===== src/rtl/trig_pkg.sv =====
package trig_pkg;
  localparam int NUM_WORDS = 6;
  localparam int SEL_W     = 3;

  typedef enum logic [SEL_W-1:0] {
    SEL_LVL1  = 3'd0,
    SEL_MSK1  = 3'd1,
    SEL_LVL2  = 3'd2,
    SEL_MSK2  = 3'd3,
    SEL_GLVL  = 3'd4,
    SEL_GMSK  = 3'd5
  } word_sel_e;

  // strobes from control to datapath
  typedef struct packed {
    logic [NUM_WORDS-1:0] ldWord;   // one-hot word write enables
    logic                 promote;  // copy stage-2 holding words to active
    logic                 clrGate;  // restart gate delay
  } ctl_t;
endpackage


===== src/rtl/trig_match.sv =====
module trig_match #(
  parameter int W = 28
) (
  input  logic [W-1:0] busIn,
  input  logic         en,
  input  logic [W-1:0] level,
  input  logic [W-1:0] mask,
  output logic         hit
);
  logic [W-1:0] diffBits;

  assign diffBits = (busIn ^ level) & mask;
  assign hit      = en && (diffBits == '0);
endmodule


===== src/rtl/trig_datapath.sv =====
module trig_datapath
  import trig_pkg::*;
#(
  parameter int W        = 28,
  parameter int GATE_DLY = 8
) (
  input  logic         clk,
  input  logic         rst,
  input  logic [W-1:0] busIn,
  input  logic         trigEn,
  input  logic         cfgBit,
  input  logic         cfgShift,
  input  ctl_t         ctl,
  output logic         hit1,
  output logic         hit2,
  output logic         gateOut
);
  localparam int CW = $clog2(GATE_DLY + 1);
  localparam logic [CW-1:0] DLY_MAX = CW'(GATE_DLY);
  localparam int N_CMP = 3;

  logic [W-1:0] shiftReg;
  logic [W-1:0] wordQ [NUM_WORDS];
  logic [W-1:0] act2Level, act2Mask;
  logic [CW-1:0] gateCnt;
  logic gateCond;

  // serial configuration register, MSB first
  always_ff @(posedge clk) begin
    if (rst) shiftReg <= '0;
    else if (cfgShift) shiftReg <= {shiftReg[W-2:0], cfgBit};
  end

  // configuration words
  always_ff @(posedge clk) begin
    if (rst) begin
      for (int i = 0; i < NUM_WORDS; i++) wordQ[i] <= '0;
    end else begin
      for (int i = 0; i < NUM_WORDS; i++)
        if (ctl.ldWord[i]) wordQ[i] <= shiftReg;
    end
  end

  // active stage-2 words, taken from holding words when stage 1 fires
  always_ff @(posedge clk) begin
    if (rst) begin
      act2Level <= '0;
      act2Mask  <= '0;
    end else if (ctl.promote) begin
      act2Level <= wordQ[SEL_LVL2];
      act2Mask  <= wordQ[SEL_MSK2];
    end
  end

  // three comparators: stage 1, stage 2, gate condition
  logic [W-1:0] cmpLevel [N_CMP];
  logic [W-1:0] cmpMask  [N_CMP];
  logic         cmpEn    [N_CMP];
  logic         cmpHit   [N_CMP];

  always_comb begin
    cmpLevel[0] = wordQ[SEL_LVL1];
    cmpMask[0]  = wordQ[SEL_MSK1];
    cmpEn[0]    = trigEn;
    cmpLevel[1] = act2Level;
    cmpMask[1]  = act2Mask;
    cmpEn[1]    = trigEn;
    cmpLevel[2] = wordQ[SEL_GLVL];
    cmpMask[2]  = wordQ[SEL_GMSK];
    cmpEn[2]    = 1'b1;
  end

  for (genvar g = 0; g < N_CMP; g++) begin : g_cmp
    trig_match #(.W(W)) u_match (
      .busIn (busIn),
      .en    (cmpEn[g]),
      .level (cmpLevel[g]),
      .mask  (cmpMask[g]),
      .hit   (cmpHit[g])
    );
  end

  assign hit1     = cmpHit[0];
  assign hit2     = cmpHit[1];
  assign gateCond = cmpHit[2];

  // saturating run-length counter for the delayed gate
  always_ff @(posedge clk) begin
    if (rst || ctl.clrGate || !gateCond) gateCnt <= '0;
    else if (gateCnt != DLY_MAX) gateCnt <= gateCnt + 1'b1;
  end

  assign gateOut = (gateCnt == DLY_MAX);


  no_hit_when_off_chk: assert property (@(posedge clk) disable iff (rst)
    !trigEn |-> (!hit1 && !hit2));


  act2_hold_chk: assert property (@(posedge clk) disable iff (rst)
    !ctl.promote |=> ($stable(act2Level) && $stable(act2Mask)));


  gate_needs_cond_chk: assert property (@(posedge clk) disable iff (rst)
    gateOut |-> $past(gateCond));


  gate_holds_chk: assert property (@(posedge clk) disable iff (rst)
    (gateOut && gateCond && !ctl.clrGate) |=> gateOut);
endmodule


===== src/rtl/trig_control.sv =====
module trig_control
  import trig_pkg::*;
(
  input  logic             clk,
  input  logic             rst,
  input  logic             cfgLoad,
  input  logic [SEL_W-1:0] cfgSel,
  input  logic             clear,
  input  logic             hit1,
  input  logic             hit2,
  input  logic             gateOut,
  output ctl_t             ctl,
  output logic             word1Hit,
  output logic             word2Hit,
  output logic             gateSeen
);
  logic flag1Q, flag2Q, seenQ;
  logic fire1, fire2;

  always_comb begin
    ctl.ldWord = '0;
    if (cfgLoad && (int'(cfgSel) < NUM_WORDS))
      ctl.ldWord[cfgSel] = 1'b1;
  end

  assign fire1       = !clear && !flag1Q && hit1;
  assign fire2       = !clear && flag1Q && !flag2Q && hit2;
  assign ctl.promote = fire1;
  assign ctl.clrGate = clear;

  always_ff @(posedge clk) begin
    if (rst || clear) begin
      flag1Q <= 1'b0;
      flag2Q <= 1'b0;
      seenQ  <= 1'b0;
    end else begin
      if (fire1) flag1Q <= 1'b1;
      if (fire2) flag2Q <= 1'b1;
      if (gateOut) seenQ <= 1'b1;
    end
  end

  assign word1Hit = flag1Q;
  assign word2Hit = flag2Q;
  assign gateSeen = seenQ | gateOut;


  order_chk: assert property (@(posedge clk) disable iff (rst)
    word2Hit |-> word1Hit);


  sticky1_chk: assert property (@(posedge clk) disable iff (rst)
    (word1Hit && !clear) |=> word1Hit);


  seen_sticky_chk: assert property (@(posedge clk) disable iff (rst)
    (gateSeen && !clear) |=> gateSeen);


  clear_wins_chk: assert property (@(posedge clk) disable iff (rst)
    clear |=> (!word1Hit && !word2Hit && !gateSeen));


  load_onehot_chk: assert property (@(posedge clk) disable iff (rst)
    $onehot0(ctl.ldWord));
endmodule


===== src/rtl/dual_pattern_trigger.sv =====
module dual_pattern_trigger
  import trig_pkg::*;
#(
  parameter int W        = 28,
  parameter int GATE_DLY = 8
) (
  input  logic         clk,
  input  logic         rst,
  input  logic [W-1:0] busIn,
  input  logic         trigEn,
  input  logic         cfgBit,
  input  logic         cfgShift,
  input  logic         cfgLoad,
  input  logic [2:0]   cfgSel,
  input  logic         clear,
  output logic         word1Hit,
  output logic         word2Hit,
  output logic         gateOut,
  output logic         gateSeen
);
  ctl_t ctl;
  logic hit1, hit2;

  trig_control u_ctrl (
    .clk      (clk),
    .rst      (rst),
    .cfgLoad  (cfgLoad),
    .cfgSel   (cfgSel),
    .clear    (clear),
    .hit1     (hit1),
    .hit2     (hit2),
    .gateOut  (gateOut),
    .ctl      (ctl),
    .word1Hit (word1Hit),
    .word2Hit (word2Hit),
    .gateSeen (gateSeen)
  );

  trig_datapath #(.W(W), .GATE_DLY(GATE_DLY)) u_dp (
    .clk      (clk),
    .rst      (rst),
    .busIn    (busIn),
    .trigEn   (trigEn),
    .cfgBit   (cfgBit),
    .cfgShift (cfgShift),
    .ctl      (ctl),
    .hit1     (hit1),
    .hit2     (hit2),
    .gateOut  (gateOut)
  );
endmodule


===== config.mk =====
export PLATFORM = sky130hd
export DESIGN_NAME = dual_pattern_trigger
export DESIGN_NICKNAME = d
export VERILOG_FILES = /design/src/rtl/trig_pkg.sv /design/src/rtl/trig_match.sv /design/src/rtl/trig_datapath.sv /design/src/rtl/trig_control.sv /design/src/rtl/dual_pattern_trigger.sv
export SDC_FILE = /design/constraint.sdc
export NUM_CORES = 1
export LEC_CHECK = 0
export BUFFER_PORTS_ARGS = -buffer_cell sky130_fd_sc_hd__buf_2
export CAP_MARGIN = 5
export CORE_MARGIN = 1.5
export CORE_UTILIZATION = 48
export DETAILED_ROUTE_END_ITERATION = 6
export GPL_TIMING_DRIVEN = 0
export SYNTH_ARGS = -nofsm -noshare
export SYNTH_HDL_FRONTEND = slang
export SYNTH_SLANG_ARGS = --single-unit

===== constraint.sdc =====
create_clock -name clk -period 5.8 [get_ports clk]
set_input_delay 1.16 -clock clk [delete_from_list [all_inputs] [get_ports clk]]
set_output_delay 1.16 -clock clk [all_outputs]
set_load 0.01 [all_outputs]

==> results.ini <==
[run_status]
outcome=complete, no violations

[drt]
drt-pass1-iter-count=4
vias=6747
drt-vias-per-instance=5.38
wl_per_cell_um=22.8
wl_mm=28.6
dr.first_iter.drc_count=451
drc=0
postRouteAntennaNets=0

[die]
die_y_um=156
io_pins=42
die-width_um=156
core-area_um2=22700
start_util_pct=49.2
dieArea_um2=24200
rows=55

[layout]
n_antenna_cell=0
final_layout_size_suffix_gt1_share_pct=10.3
nFillCells=1927
synthToLayoutAreaGrowth_pct=14.5
nets=987

[critical_path]
crit_required_ps=6040
cp_max_fo=19
reg2reg_from=u_dp.wordQ[2][2]$_SDFFCE_PN0P_
start_kind=primary input
critPathKind=in2reg
end_kind=flip-flop
worstPathArrival_ps=3510
cp-startpoint=rst

[worst_hold_path]
min_path_type=reg2reg
hold_start=u_dp.act2Mask[26]$_SDFFE_PP0P_

[clock_tree]
post_cts_resized=0
cts_root_buf=clkbuf_16
worstSkewPairLatency_ps=540
post_cts_buffers=0
clockBufferDepth=3
holdBufCountCts=0
cts_htree_levels=1
cts_inserted_buffers=29
cts_sinks=259
clk_pin_slew_ps=60
cts_tree=built

[timing]
fin_crit_ps=3270
final-max-slew-violation-count=0
holdWs_ps=474
setup_violations=0
grt_setup_unrepaired=no
hold_violations=0
totalNegativeSetupSlack_ps=0
max_freq_mhz=305
maxSlewHeadroom_pct=18.0
tightest_slew_ps=1220
clock_skew_ps=12.0
period_share_pct=56.5

[synthesis]
avgSynthCellArea_um2=12.8
syn-cell-area_um2=11200
syn_nets=913
ys_ff_latch=259
netlist_instances=873
seq_area_frac_synth_pct=61.5
synth_warnings=0
synth_cell_types=33

[global_route]
grt_pass1_vias=6853
grt_use_total_pct=24.3
gr-total-overflow=0
grt_max_degree=29
grt_pass1_wl_mm=42.3
antenna_found_initial=2

[pwr]
leakage_nw=4.88
ir_drop_mv=0.197
cellPowerDensity_nw_per_um2=321

[placed_design]
portBuffers=39
globalplace.congestion=0.817
dp_hpwl_mm=19.8

[flow_run]
drv_cap=0

-- power by group --
group          leakage, nW  switching (mW)  internal [mW]  total (mW)
Sequential            2.48          0.0185           2.01        2.03
Clock                0.488           0.717           1.15        1.87
Combinational         1.91           0.133         0.0680       0.201
-- path summary, 6_finish.rpt --
| check | endpoint | slack [ps] | cells past startpoint |
|---|---|---|---|
| worst max-delay path | u_dp.wordQ[0][7]$_SDFFCE_PN0P_ | 2530 | 6 |
| worst min-delay path | u_dp.act2Mask[26]$_SDFFE_PP0P_ | 470 | 2 |
| worst max register to register | u_dp.gateCnt[2]$_SDFFE_PP0N_ | 3340 | 5 |
| worst min register to register | u_dp.act2Mask[26]$_SDFFE_PP0P_ | 470 | 2 |
-- through the flow --
stage | power (mW) | std cells | area (um2) | setup WS, ps | util (%)
final | 4.10 | 1254 | 12800 | 2530 | 56.3
after global routing | 4.21 | 1254 | 12800 | 2400 | 56.3
after CTS | 4.12 | 1252 | 12800 | 2100 | 56.2
after detailed placement | 2.27 | 1199 | 11800 | 1540 | 51.8
after global placement | 2.26 | 1197 | 11700 | 1330 | 51.6
after floorplan | 2.17 | 873 | 11200 | 2530 | -
-- synthesized netlist by cell type (all sizes together) --
cell type	number	area share, %
o21a	3	0.20
dfxtp	91	16
mux2i	84	7.5
a22oi	36	2.4
a222oi	3	0.27
inv	6	0.20
nand4	7	0.39
clkbuf	30	1.0
nand3b	2	0.13
ha	2	0.22
nor2	33	1.1
nand2	5	0.17
buf	8	0.71
a21boi	1	0.067
a21oi	1	0.045
xnor2	1	0.078
a31o	4	0.31
xor2	85	6.7
nand3	6	0.27
nor2b	1	0.056
and2	170	9.5
nand2b	114	6.4
nor4	4	0.28
a21o	1	0.067
edfxtp	168	45
o21bai	1	0.067
and3	1	0.056
a2111oi	1	0.13
nor3	4	0.18
-- cell usage in the layout (no fill, tap or decap), types with 36 or more instances in the layout --
cell,count
a22oi_1,36
clkbuf_1,40
mux2i_1,84
and2_1,170
dfxtp_1,91
edfxtp_1,168
nand2b_1,114
buf_2,39
xor2_1,85
-- area by class of cell --
cell class / instances / area, um2 / area share [%]
clock buffer: 46 / 905 / 7.07
sequential: 259 / 6870 / 53.7
multi-input combinational: 570 / 4110 / 32.1
tap: 285 / 357 / 2.79
buffer: 38 / 191 / 1.50
inverter: 6 / 22.5 / 0.176
clock inverter: 7 / 85.1 / 0.665
timing repair buffer: 43 / 258 / 2.01
-- registers in the layout, summed over array words and instances (netlist names) --
register	cells
u_dp.shiftReg	28
u_ctrl.word2Hit	1
u_dp.act2Mask	28
u_dp.wordQ	168
u_ctrl.seenQ	1
u_dp.act2Level	28
u_dp.gateCnt	4
u_ctrl.word1Hit	1
-- cells by family after synthesis --
| family | after synthesis | synth area share, % |
|---|---|---|
| adder cells (fa/ha/maj) | 2 | 0.224 |
| multiplexers | 84 | 7.53 |
| flip-flops | 259 | 61.5 |
| AO/OA/AOI/OAI | 51 | 3.58 |
| buffers and inverters | 44 | 1.92 |
| AND/OR/NAND/NOR | 347 | 18.5 |
| XOR/XNOR | 86 | 6.74 |
-- critical path: stages --
cell      delay, ps
buf_2           170
clkbuf_1        430
clkbuf_1        470
clkbuf_1        500
a21o_1          510
buf_16          240
-- layer usage --
layer	GRT usage [%]	part of all wire [%]	vias up
met3	3.44	5.0	39
met5	0	0	-
met2	41.4	49	178
met1	32.5	44	3367
li1	-	-	3163
met4	6.80	2.0	0
Power figures use the tool's default switching activity.
